--- src/rtl/crc_pkg.sv ---
package crc_pkg;

  typedef enum logic [1:0] {
    SZ_BYTE = 2'b00,
    SZ_HALF = 2'b01,
    SZ_WORD = 2'b10,
    SZ_RSVD = 2'b11
  } crc_size_e;

  localparam int CRC_W     = 32;
  localparam int NUM_SIZES = 3;
  localparam int NUM_POLYS = 2;

  function automatic logic [CRC_W-1:0] rev_bits(input logic [CRC_W-1:0] v);
    logic [CRC_W-1:0] r;
    for (int i = 0; i < CRC_W; i++) r[i] = v[CRC_W-1-i];
    return r;
  endfunction

endpackage

--- src/rtl/crc_lfsr_core.sv ---
// Reflected LFSR update: xor data into low bits, then W right shifts.
module crc_lfsr_core #(
  parameter int          W      = 8,
  parameter logic [31:0] POLY_R = 32'hEDB88320
) (
  input  logic [31:0]  acc_i,
  input  logic [W-1:0] data_i,
  output logic [31:0]  acc_o
);
  logic [31:0] seed;

  if (W < 32) begin : g_narrow
    assign seed = acc_i ^ {{(32-W){1'b0}}, data_i};
  end else begin : g_full
    assign seed = acc_i ^ data_i[31:0];
  end

  always_comb begin
    logic [31:0] c;
    c = seed;
    for (int i = 0; i < W; i++) begin
      c = c[0] ? ((c >> 1) ^ POLY_R) : (c >> 1);
    end
    acc_o = c;
  end
endmodule

--- src/rtl/crc_datapath.sv ---
module crc_datapath
  import crc_pkg::*;
#(
  parameter logic [31:0] POLY_STD  = 32'h04C11DB7,
  parameter logic [31:0] POLY_CAST = 32'h1EDC6F41
) (
  input  logic [31:0] acc_i,
  input  logic [31:0] data_i,
  input  logic [1:0]  size_i,
  input  logic        poly_sel_i,
  output logic [31:0] nxt_o,
  output logic        illegal_o
);
  localparam logic [31:0] POLY_R [NUM_POLYS] = '{rev_bits(POLY_STD), rev_bits(POLY_CAST)};

  logic [31:0] cand [NUM_POLYS][NUM_SIZES];

  for (genvar p = 0; p < NUM_POLYS; p++) begin : g_poly
    for (genvar s = 0; s < NUM_SIZES; s++) begin : g_size
      localparam int W = 8 << s;
      crc_lfsr_core #(
        .W     (W),
        .POLY_R(POLY_R[p])
      ) u_core (
        .acc_i (acc_i),
        .data_i(data_i[W-1:0]),
        .acc_o (cand[p][s])
      );
    end
  end

  always_comb begin
    nxt_o     = acc_i;
    illegal_o = 1'b0;
    unique case (crc_size_e'(size_i))
      SZ_BYTE: nxt_o = cand[poly_sel_i][0];
      SZ_HALF: nxt_o = cand[poly_sel_i][1];
      SZ_WORD: nxt_o = cand[poly_sel_i][2];
      default: illegal_o = 1'b1;
    endcase
  end
endmodule

--- src/rtl/crc_update_unit.sv ---
module crc_update_unit #(
  parameter logic [31:0] POLY_STD  = 32'h04C11DB7,
  parameter logic [31:0] POLY_CAST = 32'h1EDC6F41
) (
  input  logic        clk_i,
  input  logic        rst_ni,
  input  logic        req_valid_i,
  output logic        req_ready_o,
  input  logic [31:0] acc_i,
  input  logic [31:0] data_i,
  input  logic [1:0]  size_i,
  input  logic        poly_sel_i,
  output logic        res_valid_o,
  output logic [31:0] res_o,
  output logic        err_o
);
  logic [31:0] nxt;
  logic        illegal;
  logic        accept;

  assign req_ready_o = 1'b1;
  assign accept      = req_valid_i & req_ready_o;

  crc_datapath #(
    .POLY_STD (POLY_STD),
    .POLY_CAST(POLY_CAST)
  ) u_dp (
    .acc_i     (acc_i),
    .data_i    (data_i),
    .size_i    (size_i),
    .poly_sel_i(poly_sel_i),
    .nxt_o     (nxt),
    .illegal_o (illegal)
  );

  always_ff @(posedge clk_i or negedge rst_ni) begin
    if (!rst_ni) begin
      res_o       <= '0;
      res_valid_o <= 1'b0;
      err_o       <= 1'b0;
    end else begin
      res_valid_o <= accept;
      err_o       <= accept & illegal;
      if (accept && !illegal) res_o <= nxt;
    end
  end

  p_valid_follows_req_r6: assert property (@(posedge clk_i) disable iff (!rst_ni)
    req_valid_i |=> res_valid_o);
  p_no_spurious_valid_r6: assert property (@(posedge clk_i) disable iff (!rst_ni)
    !req_valid_i |=> !res_valid_o);
  p_rsvd_flags_r7: assert property (@(posedge clk_i) disable iff (!rst_ni)
    (req_valid_i && size_i == 2'b11) |=> (err_o && $stable(res_o)));
  p_err_with_valid_r7: assert property (@(posedge clk_i) disable iff (!rst_ni)
    err_o |-> res_valid_o);
  p_idle_hold_r9: assert property (@(posedge clk_i) disable iff (!rst_ni)
    !req_valid_i |=> $stable(res_o));
  p_zero_in_zero_out_r4: assert property (@(posedge clk_i) disable iff (!rst_ni)
    (req_valid_i && acc_i == 32'h0 && data_i == 32'h0 && size_i != 2'b11) |=> res_o == 32'h0);
endmodule

--- config.mk ---
export PLATFORM = sky130hd
export DESIGN_NAME = crc_update_unit
export DESIGN_NICKNAME = d
export VERILOG_FILES = /design/src/rtl/crc_pkg.sv /design/src/rtl/crc_lfsr_core.sv /design/src/rtl/crc_datapath.sv /design/src/rtl/crc_update_unit.sv
export SDC_FILE = /design/constraint.sdc
export NUM_CORES = 1
export LEC_CHECK = 0
export BUFFER_PORTS_ARGS = -buffer_cell sky130_fd_sc_hd__clkbuf_2
export CORE_ASPECT_RATIO = 1.5
export CORE_MARGIN = 5
export CORE_UTILIZATION = 50
export CTS_CLUSTER_DIAMETER = 50
export DETAILED_ROUTE_END_ITERATION = 10
export MAX_ROUTING_LAYER = met4
export PLACE_DENSITY = 0.78
export SYNTH_ARGS = -nofsm -noshare
export SYNTH_HDL_FRONTEND = slang
export SYNTH_SLANG_ARGS = --single-unit
--- constraint.sdc ---
create_clock -name clk_i -period 1.18 [get_ports clk_i]
set_clock_uncertainty 0.2 [all_clocks]
set_input_delay 0.295 -clock clk_i [delete_from_list [all_inputs] [get_ports clk_i]]
set_output_delay 0.295 -clock clk_i [all_outputs]
set_load 0.02 [all_outputs]
Yosys cells after proc, flatten, opt, wreduce, memory -nomap -nowiden
Index checks and enable logic that the tools add are counted.

storage, ports and cells
  register bits = 34
  input port bits = 70

cells by class
  order comparisons = 1
  equal/unequal tests = 2
  mux-type cells = 117
  bitwise gates (word level) = 117
  reduce and logical (&&, ||, !) cells = 3

operators with widths
  operator                                                                count
  32-bit 2-to-1 mux                                                       112
  16-bit inverter with 17-bit output                                      56
  13-bit inverter with 14-bit output                                      56
  96-bit 2-to-1 mux                                                       3
  32-bit case mux with 3 select lines                                     1
  32-bit by 16-bit XOR with 32-bit output                                 1
  32-bit XOR                                                              1
  32-bit by 8-bit XOR with 32-bit output                                  1
  3-bit OR reduction                                                      1
  2-bit by 1-bit equality test with 1-bit output (second input constant)  1
  2-bit equality test (second input constant)                             1
  2-bit greater-or-equal comparator (second input constant)               1
  2-bit zero test                                                         1
  1-bit inverter with 2-bit output                                        1
  1-bit bitwise AND                                                       1
  1-bit logical AND                                                       1
  1-bit 2-to-1 mux                                                        1

Logic depth before layout (Yosys ltp)
  word-level depth = 69
  mapped depth = 14

By module
A second synthesis with hierarchy kept.

unflattened totals
  cell total of the unflattened synthesis = 1321
  area, all modules = 16940.0 um^2

by module, submodules not included
  module                                           instances  cells an instance  area each (um^2)  seq. area each (um^2)
  crc_lfsr_core (u_dp.g_poly[1].g_size[2].u_core)  1          314                4415.5            0.0
  crc_lfsr_core (u_dp.g_poly[0].g_size[2].u_core)  1          259                3489.6            0.0
  crc_datapath                                     1          224                2493.6            0.0
  crc_lfsr_core (u_dp.g_poly[1].g_size[1].u_core)  1          162                1855.5            0.0
  crc_lfsr_core (u_dp.g_poly[0].g_size[1].u_core)  1          136                1600.3            0.0
  crc_update_unit                                  1          74                 1427.6            850.8
  crc_lfsr_core (u_dp.g_poly[1].g_size[0].u_core)  1          81                 940.9             0.0
  crc_lfsr_core (u_dp.g_poly[0].g_size[0].u_core)  1          71                 716.9             0.0

Worst setup path before layout
Ideal clock, no wire load.

  path type = input to register
  start point = in data_i[0]
  end point = reg res_o[3]
  library setup time = 0.126 ns
  arrival = 4.958 ns
  data required time = 0.854 ns
  path slack = -4.105 ns
  stages = 13
  buffers on the path = 1
  cell sequence = xor2_2 > xnor3_1 > buf_2 > xnor3_2 > xor2_4 > xor3_2 > xnor3_2 > xnor3_2 > xnor3_2 > xnor3_2 > xnor2_2 > xnor2_1 > a311o_1

on the way
  word-level cells in the longest chain between the ends = 56
  elaborated cells on any way between the ends = 188
  those cells by class = 108 x mux; 80 x bitwise

ends and longest elaborated chain
  item                                                                                      RTL line               RTL
  start: declaration                                                                        crc_update_unit.sv:10  input logic [31:0] data_i,
  32-bit XOR                                                                                crc_lfsr_core.sv:15    assign seed = acc_i ^ data_i[31:0];
  32-bit 2-to-1 mux                                                                         crc_lfsr_core.sv:22    c = c[0] ? ((c >> 1) ^ POLY_R) : (c >> 1);
  32-bit 2-to-1 mux or 16-bit inverter with 17-bit output (tied branches)                   --
  16-bit inverter with 17-bit output (no source line) or 32-bit 2-to-1 mux (tied branches)  --
  32-bit 2-to-1 mux or 16-bit inverter with 17-bit output (tied branches)                   --
  16-bit inverter with 17-bit output (no source line) or 32-bit 2-to-1 mux (tied branches)  --
  32-bit 2-to-1 mux or 16-bit inverter with 17-bit output (tied branches) (4 in a row)      --
  16-bit inverter with 17-bit output (no source line) or 32-bit 2-to-1 mux (tied branches)  --
  [... 36 more ...]                                                                         --
  32-bit 2-to-1 mux                                                                         crc_lfsr_core.sv:22
  16-bit inverter with 17-bit output (no source line)                                       --
  32-bit 2-to-1 mux                                                                         crc_lfsr_core.sv:22
  16-bit inverter with 17-bit output (no source line)                                       --
  32-bit 2-to-1 mux                                                                         crc_lfsr_core.sv:22
  96-bit 2-to-1 mux (not written as such) *                                                 crc_datapath.sv:36     SZ_BYTE: nxt_o = cand[poly_sel_i][0];
  96-bit 2-to-1 mux (not written as such) * (2 in a row)                                    crc_datapath.sv:37     SZ_HALF: nxt_o = cand[poly_sel_i][1];
  32-bit case mux with 3 select lines *                                                     crc_datapath.sv:35     unique case (crc_size_e'(size_i))
  end signal: assignment                                                                    crc_update_unit.sv:44  if (accept && !illegal) res_o <= nxt;
  end: declaration                                                                          crc_update_unit.sv:14  output logic [31:0] res_o,

Mark *: on every way between the ends. The rest lies on a longest branch, timed or not. The select of a mux whose other input is x is not followed.
A chain may end at the register's enable or synchronous reset.

Worst setup path after layout
  start point = in acc_i[1]
  end point = reg res_o[19]

on the way
  word-level cells in the longest chain between the ends = 55
  elaborated cells on any way between the ends = 204
  those cells by class = 116 x mux; 88 x bitwise

ends and longest elaborated chain
  item                                                                                      RTL line              RTL
  start: declaration                                                                        crc_update_unit.sv:9  input logic [31:0] acc_i,
  32-bit XOR                                                                                crc_lfsr_core.sv:15
  32-bit 2-to-1 mux (2 in a row)                                                            crc_lfsr_core.sv:22
  16-bit inverter with 17-bit output (no source line) or 32-bit 2-to-1 mux (tied branches)  --
  32-bit 2-to-1 mux or 16-bit inverter with 17-bit output (tied branches)                   --
  16-bit inverter with 17-bit output (no source line) or 32-bit 2-to-1 mux (tied branches)  --
  32-bit 2-to-1 mux or 16-bit inverter with 17-bit output (tied branches)                   --
  16-bit inverter with 17-bit output (no source line) or 32-bit 2-to-1 mux (tied branches)  --
  32-bit 2-to-1 mux or 16-bit inverter with 17-bit output (tied branches)                   --
  [... 36 more ...]                                                                         --
  32-bit 2-to-1 mux                                                                         crc_lfsr_core.sv:22
  16-bit inverter with 17-bit output (no source line)                                       --
  32-bit 2-to-1 mux                                                                         crc_lfsr_core.sv:22
  16-bit inverter with 17-bit output (no source line)                                       --
  32-bit 2-to-1 mux (2 in a row)                                                            crc_lfsr_core.sv:22
  96-bit 2-to-1 mux (not written as such) *                                                 crc_datapath.sv:36
  96-bit 2-to-1 mux (not written as such) * (2 in a row)                                    crc_datapath.sv:37
  32-bit case mux with 3 select lines *                                                     crc_datapath.sv:35

Marks and branches as above.

==> flow_metrics.py <==
metrics = {
    "clocking": {
        "clock-sinks": 34,
        "cts-root-to-sink-buffers": 2,
        "htree_levels": 2,
        "clock_insertion_delay_at_the_later_pin_of_the_skew_report_ns": 0.28,
        "cts_buffers": 5,
        "cts_tree": "built",
        "clock-root-buffer": "sky130_fd_sc_hd__clkbuf_16",
        "worst_setup_hold_path_clk_slew_ns": 0.06,
    },
    "synth": {
        "post-synth-top-area-fraction": 0.333,
        "synth_area_leaders": "sky130_fd_sc_hd__xnor2_1 33%, sky130_fd_sc_hd__xnor3_1 20%, sky130_fd_sc_hd__xor2_1 10%",
        "synth.avg_cell_area_um2": 10.1,
        "ys_ff_latch": 34,
        "syn_nets": 1171,
        "postSynth.asyncResetShare": 1.00,
        "yosys.area.top_type": "sky130_fd_sc_hd__xnor2_1",
        "number_of_enable_type_register_cells_in_the_synthesized_netlist": 0,
        "synth_flop_cell": "sky130_fd_sc_hd__dfrtp_1",
        "synth-warning-count": 0,
        "syn_area_um2": 11100,
        "post_synthesis_cell_count": 1101,
        "synthDistinctLibCells": 55,
        "synth_sequential_area_ratio": 0.0766,
    },
    "timing": {
        "fin_crit_sh": 4.07,
        "maxSlewViolCount": 9,
        "fmax_ghz": 0.208,
        "maxSlewHeadroom": -0.0650,
        "hold_violations": 0,
        "setup_violations": 66,
        "worst-slew-pin-transition_ns": 1.59,
        "min_period_ns": 4.81,
        "grt_setup_unrepaired": "yes",
        "fin_ws_ns": -3.63,
    },
    "finish": {
        "finish.instance_area_um2": 19000,
        "drive_above_1_share": 0.538,
        "utilization": 0.870,
        "num-nets-final": 1854,
        "flow.area_growth_from_synthesis_pct": 70.8,
        "fillers": 1030,
    },
    "worst_setup_path": {
        "worstSetupStartpoint": "acc_i[1]",
        "worstSetupPathType": "in2reg",
        "cell_family_with_most_cp_delay": "XOR/XNOR gates",
        "cp.required_ns": 1.14,
        "arrival_ns": 4.77,
        "crit_top_cell": "sky130_fd_sc_hd__xnor3_2",
        "crit_path_end_kind": "register",
        "worst-path-max-fanout": 5,
        "crit_buf_inv": 5,
        "worst_path_max_delay_cell": "sky130_fd_sc_hd__xnor3_2",
        "cpPeakStageDelay_ns": 0.54,
        "timing.critical_path.cells": "buf_2 -> xnor2_4 -> buf_12 -> buf_4 -> xnor2_2 -> buf_4 -> xnor3_2 -> xor2_1 -> buf_4 -> xnor3_2 -> xnor3_2 -> xnor3_2 -> xor2_1 -> xnor3_1 -> xnor2_1 -> nor2_1 -> o32a_1",
        "timing.rr.start": "res_o[9]",
        "setup.worst_path.start_class": "input pin",
    },
    "drt": {
        "antenna_violating_nets_post_route": 0,
        "routed_wire_length_per_instance_um": 31.5,
        "detail_route.wirelength_um": 64900,
        "drt_pass1_iterations": 9,
        "route.detailed.drc": 0,
        "vias_per_cell": 6.11,
        "routed-via-count": 12600,
        "drt_iter0_markers": 1514,
    },
    "placement": {
        "io_buffers": 103,
        "placedInstanceArea_um2": 16100,
        "gp_congestion": 1.07,
        "post-dp-hpwl_um": 42900,
    },
    "min_path": {
        "hold_class": "in2reg",
        "worstHoldStart": "req_valid_i",
    },
    "die": {
        "design.core.area_um2": 21800,
        "std_cell_rows": 66,
        "start_util": 0.509,
        "boundaryPins": 105,
        "die_y_um": 193,
        "fp.dieW_um": 132,
        "die_area_um2": 25400,
    },
    "grt": {
        "grt_start_max_net_pins": 35,
        "overflow": 0,
        "gr-usage-all-layers": 0.410,
        "grt_antenna_before_repair": 6,
        "first_pass_grt_wire_length_um": 73700,
        "vias_in_the_first_global_route": 11700,
    },
    "run_status": {
        "status": "complete, but fails checks",
        "failing_checks": "capacitance limit, slew limit, setup timing",
    },
    "job": {
        "maxCapViolations": 1,
    },
}
[cells in the mapped netlist, drive strengths merged, types with 4 or more instances]
library cell and instances:
a211oi 5, a21oi 43, a222oi 11, a22oi 4, a31oi 4, buf 23, clkbuf 32, dfrtp 34
mux2i 11, nand2 58, nand2b 4, nor2 56, nor3 4, o211ai 5, o21ai 62, o22a 4
xnor2 437, xnor3 126, xor2 137, xor3 8
[sequential cells by signal (all words and copies together) (netlist names)]
register / count
res_o: 32
err_o: 1
res_valid_o: 1
[stage by stage]
stage	instances	TNS [ns]	hold slack (ns)	setup slack (ns)
finish	2063	-116.76	0.115	-3.63
global route	2063	-125.83	0.109	-3.92
CTS	1978	-104.44	0.0703	-3.24
detailed placement	1902	-113.70	0.0760	-3.68
global placement	1902	-111.14	0.0784	-3.60
floorplan	1101	-102.00	-0.201	-3.52
[kinds of logic (layout without fill, tap and decap cells)]
logic type | Yosys count | in the layout | synth area share
compound gates | 155 | 155 | 0.0854
xor+xnor | 708 | 708 | 0.752
buf+inv | 58 | 742 | 0.0242
flops | 34 | 34 | 0.0766
mux | 14 | 14 | 0.0140
other cells | 1 | 7 | 0.000338
simple gates | 131 | 131 | 0.0475
[final timing paths]
path                                    end  depth (start not counted)  slack (ns)
worst max-delay path              res_o[19]                         17       -3.63
worst min-delay path            res_valid_o                          2        0.11
worst max register to register     res_o[9]                          3       -0.53
worst min register to register     res_o[7]                          2        0.31
max in group asynchronous         res_o[23]                          3        0.28
min in group asynchronous          res_o[5]                          3        0.32
[what timing repair did]
action | CTS | global route
hold buffers | 1 | 0
pin swaps | 55 | 91
setup endpoints to repair | 66 | 66
gates resized for setup | 186 | 173
setup buffers | 69 | 85
endpoints found under the hold margin | 34 | 0
cloned | 0 | 0
[cell usage in the layout, fill, tap and decap left out, types with 48 or more instances in the layout]
cell type / netlist / routed
sky130_fd_sc_hd__buf_4: 4 / 543
sky130_fd_sc_hd__buf_6: 2 / 88
sky130_fd_sc_hd__clkbuf_2: 0 / 48
sky130_fd_sc_hd__nand2_1: 58 / 58
sky130_fd_sc_hd__nor2_1: 56 / 54
sky130_fd_sc_hd__xnor2_1: 422 / 347
sky130_fd_sc_hd__xnor2_2: 10 / 56
sky130_fd_sc_hd__xnor3_1: 97 / 56
sky130_fd_sc_hd__xnor3_2: 25 / 66
sky130_fd_sc_hd__xor2_1: 131 / 101
[worst register-to-register path, cell delays in order (launching register included)]
cell,delay [ns]
sky130_fd_sc_hd__dfrtp_1,0.44
sky130_fd_sc_hd__buf_4,0.16
sky130_fd_sc_hd__a222oi_1,0.56
sky130_fd_sc_hd__o21ai_1,0.19
[layout make-up]
| cell class | count | area (µm²) | share of cell area |
|---|---|---|---|
| inverter | 3 | 11.3 | 0.000593 |
| multi-input combinational | 1009 | 11400 | 0.601 |
| sequential | 34 | 851 | 0.0448 |
| antenna | 6 | 15.0 | 0.000791 |
| clock buffer | 6 | 139 | 0.00732 |
| timing repair buffer | 731 | 6160 | 0.324 |
| clock inverter | 2 | 60.1 | 0.00316 |
| tap | 272 | 340 | 0.0179 |
[metal layers]
metal / track usage / vias to the layer above / routed length [µm]
li1: - / 5029 / -
met1: 0.398 / 5769 / 18700
met2: 0.707 / 1166 / 29200
met3: 0.0464 / 644 / 7100
met4: 0.389 / 0 / 9950
met5: - / - / 0
Power is not shown: default switching activity piles up to over one toggle a cycle in this logic, so the estimate is an artifact.
